### src/rtl/boot_loader_pkg.sv
package boot_loader_pkg;

  typedef enum logic [2:0] {
    ST_COUNT = 3'd0,
    ST_ADDR  = 3'd1,
    ST_DATA  = 3'd2,
    ST_DONE  = 3'd3,
    ST_ERR   = 3'd4
  } loaderStateT;

  typedef struct packed {
    logic capCount;
    logic capAddr;
    logic pushWord;
    logic lastWord;
  } ctrlStrobeT;

endpackage

### src/rtl/boot_loader_datapath.sv
module boot_loader_datapath
  import boot_loader_pkg::*;
#(
  parameter int DATA_W = 32,
  parameter longint unsigned MEM_LIMIT = 64'h0001_0000
) (
  input  logic                clk,
  input  logic                rstN,
  input  ctrlStrobeT          ctrl,
  input  logic [DATA_W-1:0]   inData,
  input  logic                memReady,
  output logic                memWrEn,
  output logic [DATA_W-1:0]   memAddr,
  output logic [DATA_W-1:0]   memData,
  output logic [DATA_W/8-1:0] memByteEn,
  output logic                wordIsZero,
  output logic                rangeBad,
  output logic                isLastWord,
  output logic                canAccept
);

  localparam int BE_W  = DATA_W / 8;
  localparam int SHIFT = $clog2(BE_W);
  localparam int REM_W = DATA_W - SHIFT + 1;
  localparam logic [DATA_W+1:0] LIMIT = (DATA_W+2)'(MEM_LIMIT);

  logic [REM_W-1:0]  remWords;
  logic [SHIFT-1:0]  tailBytes;
  logic [DATA_W-1:0] nextAddr;
  logic [DATA_W:0]   roundedIn;
  logic [REM_W-1:0]  wordsIn;
  logic [DATA_W+1:0] endAddr;
  logic [BE_W-1:0]   tailMask;

  // Round the byte count up to whole words.
  assign roundedIn = {1'b0, inData} + (DATA_W+1)'(BE_W - 1);
  assign wordsIn   = roundedIn[DATA_W:SHIFT];

  // End of the section in bytes, no wrap-around.
  assign endAddr  = {2'b00, inData} + {1'b0, remWords, {SHIFT{1'b0}}};
  assign rangeBad = endAddr > LIMIT;

  assign wordIsZero = (inData == '0);
  assign isLastWord = (remWords == REM_W'(1));
  assign canAccept  = !memWrEn || memReady;

  for (genvar i = 0; i < BE_W; i++) begin : gen_tail
    assign tailMask[i] = (tailBytes == '0) || (SHIFT'(i) < tailBytes);
  end

  always_ff @(posedge clk or negedge rstN) begin
    if (!rstN) begin
      remWords  <= '0;
      tailBytes <= '0;
      nextAddr  <= '0;
      memWrEn   <= 1'b0;
      memAddr   <= '0;
      memData   <= '0;
      memByteEn <= '0;
    end else begin
      if (ctrl.capCount) begin
        remWords  <= wordsIn;
        tailBytes <= inData[SHIFT-1:0];
      end
      if (ctrl.capAddr) begin
        nextAddr <= inData;
      end
      if (ctrl.pushWord) begin
        memWrEn   <= 1'b1;
        memAddr   <= nextAddr;
        memData   <= inData;
        memByteEn <= ctrl.lastWord ? tailMask : '1;
        nextAddr  <= nextAddr + DATA_W'(BE_W);
        remWords  <= remWords - REM_W'(1);
      end else if (memReady) begin
        memWrEn <= 1'b0;
      end
    end
  end

endmodule

### src/rtl/boot_loader_ctrl.sv
module boot_loader_ctrl
  import boot_loader_pkg::*;
(
  input  logic       clk,
  input  logic       rstN,
  input  logic       start,
  input  logic       inValid,
  input  logic       wordIsZero,
  input  logic       rangeBad,
  input  logic       isLastWord,
  input  logic       canAccept,
  output ctrlStrobeT ctrl,
  output logic       inReady,
  output logic       done,
  output logic       error
);

  loaderStateT state, nextState;
  logic halted;
  logic fire;

  assign halted = (state == ST_DONE) || (state == ST_ERR);
  assign inReady = start ? 1'b0 : (halted ? 1'b1 : canAccept);
  assign fire = inValid && inReady;
  assign done = (state == ST_DONE);
  assign error = (state == ST_ERR);

  always_comb begin
    nextState = state;
    ctrl = '0;
    if (start) begin
      nextState = ST_COUNT;
    end else if (fire) begin
      unique case (state)
        ST_COUNT: begin
          if (wordIsZero) begin
            nextState = ST_DONE;
          end else begin
            ctrl.capCount = 1'b1;
            nextState = ST_ADDR;
          end
        end
        ST_ADDR: begin
          if (rangeBad) begin
            nextState = ST_ERR;
          end else begin
            ctrl.capAddr = 1'b1;
            nextState = ST_DATA;
          end
        end
        ST_DATA: begin
          ctrl.pushWord = 1'b1;
          ctrl.lastWord = isLastWord;
          if (isLastWord) nextState = ST_COUNT;
        end
        default: nextState = state;
      endcase
    end
  end

  always_ff @(posedge clk or negedge rstN) begin
    if (!rstN) state <= ST_COUNT;
    else state <= nextState;
  end

endmodule

### src/rtl/boot_table_loader.sv
module boot_table_loader
  import boot_loader_pkg::*;
#(
  parameter int DATA_W = 32,
  parameter longint unsigned MEM_LIMIT = 64'h0001_0000
) (
  input  logic                clk,
  input  logic                rstN,
  input  logic                start,
  input  logic [DATA_W-1:0]   inData,
  input  logic                inValid,
  output logic                inReady,
  output logic                memWrEn,
  output logic [DATA_W-1:0]   memAddr,
  output logic [DATA_W-1:0]   memData,
  output logic [DATA_W/8-1:0] memByteEn,
  input  logic                memReady,
  output logic                done,
  output logic                error
);

  ctrlStrobeT ctrl;
  logic wordIsZero;
  logic rangeBad;
  logic isLastWord;
  logic canAccept;

  boot_loader_ctrl u_ctrl (
    .clk        (clk),
    .rstN       (rstN),
    .start      (start),
    .inValid    (inValid),
    .wordIsZero (wordIsZero),
    .rangeBad   (rangeBad),
    .isLastWord (isLastWord),
    .canAccept  (canAccept),
    .ctrl       (ctrl),
    .inReady    (inReady),
    .done       (done),
    .error      (error)
  );

  boot_loader_datapath #(
    .DATA_W    (DATA_W),
    .MEM_LIMIT (MEM_LIMIT)
  ) u_dp (
    .clk        (clk),
    .rstN       (rstN),
    .ctrl       (ctrl),
    .inData     (inData),
    .memReady   (memReady),
    .memWrEn    (memWrEn),
    .memAddr    (memAddr),
    .memData    (memData),
    .memByteEn  (memByteEn),
    .wordIsZero (wordIsZero),
    .rangeBad   (rangeBad),
    .isLastWord (isLastWord),
    .canAccept  (canAccept)
  );

endmodule

### config.mk
export PLATFORM = sky130hd
export DESIGN_NAME = boot_table_loader
export DESIGN_NICKNAME = d
export VERILOG_FILES = /design/src/rtl/boot_loader_pkg.sv /design/src/rtl/boot_loader_datapath.sv /design/src/rtl/boot_loader_ctrl.sv /design/src/rtl/boot_table_loader.sv
export SDC_FILE = /design/constraint.sdc
export NUM_CORES = 1
export LEC_CHECK = 0
export BUFFER_PORTS_ARGS = -buffer_cell sky130_fd_sc_hd__buf_2
export CAP_MARGIN = 25
export CORE_UTILIZATION = 24
export CTS_CLUSTER_DIAMETER = 30
export DETAILED_ROUTE_END_ITERATION = 6
export PLACE_DENSITY = 0.46
export SLEW_MARGIN = 20
export SYNTH_ARGS = -nofsm -noshare
export SYNTH_HDL_FRONTEND = slang
export SYNTH_SLANG_ARGS = --single-unit
export TNS_END_PERCENT = 1
### constraint.sdc
create_clock -name clk -period 4.1 [get_ports clk]
set_clock_uncertainty 0.05 [all_clocks]
set_input_delay 0.41 -clock clk [delete_from_list [all_inputs] [get_ports clk]]
set_output_delay 0.41 -clock clk [all_outputs]
set_load 0.05 [all_outputs]
==> flow_summary_export.csv <==
group,metric,value,unit
floorplanning,die_w,194,µm
layout,drive_gt1_share,25.3,%
timing,relSlewSlack,53.6,%
timing,fmax,251,MHz
global_routing,grt_pass1_vias,8698,
route,dr.pass1.iters,5,
floorplanning,initial_core_util,24.3,%
pwr,irDropWorstVdd,208,µV
global_routing,grt_pass1_wl,49.3,mm
floorplanning,fp.dieArea,37800,µm²
clock_tree,clock-root-buffer,"clkbuf_16",
synthesis,yosys.cell_types.count,75,
clock_tree,clockBufferDepth,2,
timing,worst_slack,116,ps
synthesis,synth_cells,1087,
layout,layout_common_cells,"nand2_1 (265), buf_4 (144), dfrtp_1 (136)",
setup_path,crit_path_max_incr_delay,550,ps
setup_path,path_max_fanout,8,
route,ant_nets,0,
placed_design,io_buffers,108,
setup_path,critPathTopFamily,"simple AND/OR/NAND/NOR gates",
setup_path,arrival,4240,ps
setup_path,critical_path_class,"flip-flop to flip-flop",
pwr,total_power,5.35,mW
layout,antenna_cells,0,
setup_path,startpoint_type,"flip-flop",
clock_tree,clock-sinks,137,
synthesis,synth-edff-count,0,
pwr,p_per_area,449,nW/µm²
floorplanning,die_h,194,µm
synthesis,yosys_warnings,0,
timing,post-route-period-util,97.2,%
placed_design,place_area,11000,µm²
setup_path,crit_slowest_cell,"or4b_4",
floorplanning,num_io_pins,109,
timing,tightest_slew,694,ps
placed_design,place_ws,-369,ps
clock_tree,clock_latency,430,ps
synthesis,postSynth.asyncResetShare,100,%
timing,finalSetupViolCount,0,
synthesis,synth-seq-cells,137,
run_status,status,"finished clean",
setup_path,path_buf_inv,2,
layout,final_common_cell,"nand2_1",
timing,hold_violations,0,
placed_design,hpwlAfterDp,23.7,mm
clock_tree,clk_pin_slew,60,ps
layout,fin_area,11900,µm²
synthesis,syn_nets,1160,
synthesis,synth_area_per_cell,8.17,µm²
global_routing,grt-ovfl-total,0,
timing,fin_crit,3980,ps
route,drt_wl_total,31.4,mm
pwr,power_leakage,5.62,nW
synthesis,synthFlopType,"dfrtp_1",
global_routing,grt_max_degree,100,
timing,drv_slew,0,
setup_path,end_kind,"flip-flop",
global_routing,grt.total_usage,16.5,%
floorplanning,core,36500,µm²
route,num_vias,8994,
synthesis,synth_seq_area_share,38.6,%
route,viasPerCell,5.01,
floorplanning,rows,70,
route,drc,0,
route,routedWlPerCell,17.5,µm
clock_tree,cts.htree.levels,4,
setup_path,crit_top_cell,"a221o_1",
job,drv_cap,0,
clock_tree,cts_made_buffers,17,
layout,syn_to_final_growth,34.1,%
layout,nets,1389,
setup_path,required,4360,ps
placed_design,gp_congestion,0.849,
worst_hold_path,hp-class,"input pin to flip-flop",
route,drtIter0Drc,444,
setup_path,crit_chain,"ha_1 > a21oi_1 > o21ai_1 > a211oi_4 > a21boi_2 > or4_1 > a221o_1 > or4b_4 > nor4_4 > buf_4 > nor2_2 > clkbuf_16 > a221o_1",
global_routing,antenna_found_initial,0,
clock_tree,cts_tree,"yes",
synthesis,mappedNetlistArea,8890,µm²
-- state kept, by name, summed over array words and instances (netlist names) --
name,flops
u_dp.nextAddr,32
u_dp.remWords,31
u_dp.memData,32
u_dp.memByteEn,4
u_ctrl.state,3
u_dp.tailBytes,2
u_dp.memWrEn,1
u_dp.memAddr,32
-- cells in the mapped netlist (3+ instances only) --
master / number / share of area, %
a2111oi_0: 3 / 0.30
a211o_1: 9 / 0.89
a211oi_1: 7 / 0.59
a21o_1: 14 / 1.2
a21oi_1: 54 / 3.0
a221o_1: 17 / 1.9
a221oi_1: 8 / 0.79
a22oi_1: 6 / 0.51
a31oi_1: 12 / 0.84
and2_1: 5 / 0.35
and3_1: 13 / 0.92
and4_1: 4 / 0.39
buf_2: 4 / 0.23
clkbuf_1: 42 / 1.8
dfrtp_1: 137 / 39
ha_1: 35 / 4.9
inv_1: 25 / 1.1
mux2_1: 4 / 0.51
nand2_1: 267 / 11
nand2b_1: 8 / 0.56
nand3_1: 36 / 2.0
nand3b_1: 7 / 0.59
nand4_1: 16 / 1.1
nor2_1: 67 / 2.8
nor2b_1: 3 / 0.21
nor3_1: 34 / 1.9
nor4_1: 14 / 0.99
o2111ai_1: 5 / 0.49
o211ai_1: 20 / 1.7
o21a_1: 5 / 0.42
o21ai_0: 52 / 2.9
o21ai_1: 5 / 0.28
o221ai_1: 5 / 0.49
o22ai_1: 5 / 0.35
o311ai_0: 3 / 0.30
o31a_1: 4 / 0.39
o31ai_1: 10 / 0.84
or2_2: 8 / 0.56
or3_1: 26 / 1.8
or4_1: 5 / 0.42
xnor2_1: 23 / 2.3
xor2_1: 15 / 1.5
-- per-layer routing --
layer	wire length, µm	track usage [%]	vias to the layer above	share of wire [%]
li1	-	-	4415	-
met1	15600	23.1	4363	50
met2	14400	26.2	190	46
met3	754	1.91	26	2.4
met4	678	5.50	0	2.2
met5	0	0	-	0
-- layout make-up --
cell class              count  area [µm²]
fillers                  3877       24600
multi-input cells         875        5360
flip-flops and latches    137        3430
repair buffers            260        1770
well taps                 468         586
clock buffers              20         457
clock inverters            11         219
inverters                  25        93.8
-- report_power, final --
part | switching, mW | total (mW) | internal [mW]
logic | 1.09 | 1.98 | 0.896
registers | 0.117 | 1.57 | 1.46
clock network | 0.625 | 1.80 | 1.17
-- path summary, 6_finish.rpt --
| check | slack (ps) | depth (start not counted) | end | start |
|---|---|---|---|---|
| max in group asynchronous | 2950 | 3 | u_dp.nextAddr[31]$_DFFE_PN0P_ | rstN |
| min reg2reg | 420 | 2 | u_dp.memAddr[25]$_DFFE_PN0P_ | u_dp.memAddr[25]$_DFFE_PN0P_ |
| min | 190 | 2 | u_ctrl.state[2]$_DFFE_PN0P_ | start |
| max reg2reg | 120 | 13 | u_dp.nextAddr[15]$_DFFE_PN0P_ | u_dp.remWords[10]$_DFFE_PN0P_ |
| min in group asynchronous | 370 | 2 | u_dp.memAddr[8]$_DFFE_PN0P_ | rstN |
| max | 120 | 13 | u_dp.nextAddr[15]$_DFFE_PN0P_ | u_dp.remWords[10]$_DFFE_PN0P_ |
-- per-stage QoR --
step | TNS, ps | utilization, % | hold WS, ps | std cells
after floorplan | 0 | - | 64.4 | 1087
after global placement | -8380 | 30.0 | 402 | 1757
after detailed placement | -9440 | 30.0 | 405 | 1757
after CTS | 0 | 31.9 | 90.4 | 1788
after global routing | -33.0 | 32.6 | 196 | 1796
final | 0 | 32.6 | 192 | 1796
-- logic make-up after synthesis --
family | count (synthesis) | share of synthesized area (%)
AND/OR/NAND/NOR | 523 | 27.2
AO/OA/AOI/OAI | 271 | 21.1
flip-flops | 137 | 38.6
buffers and inverters | 75 | 3.31
XOR/XNOR | 38 | 3.75
adder cells (fa/ha/maj) | 36 | 5.15
multiplexers | 7 | 0.873
-- what timing repair did --
item | in CTS | in global routing
pin swaps | 3 | 10
endpoints found under the setup margin | 32 | 32
gates cloned | 0 | 2
hold buffers | 0 | 1
setup buffers | 0 | 4
hold endpoints to repair | 0 | 22
resized for setup | 4 | 30
No activity file was read; power rests on OpenSTA's default activity.
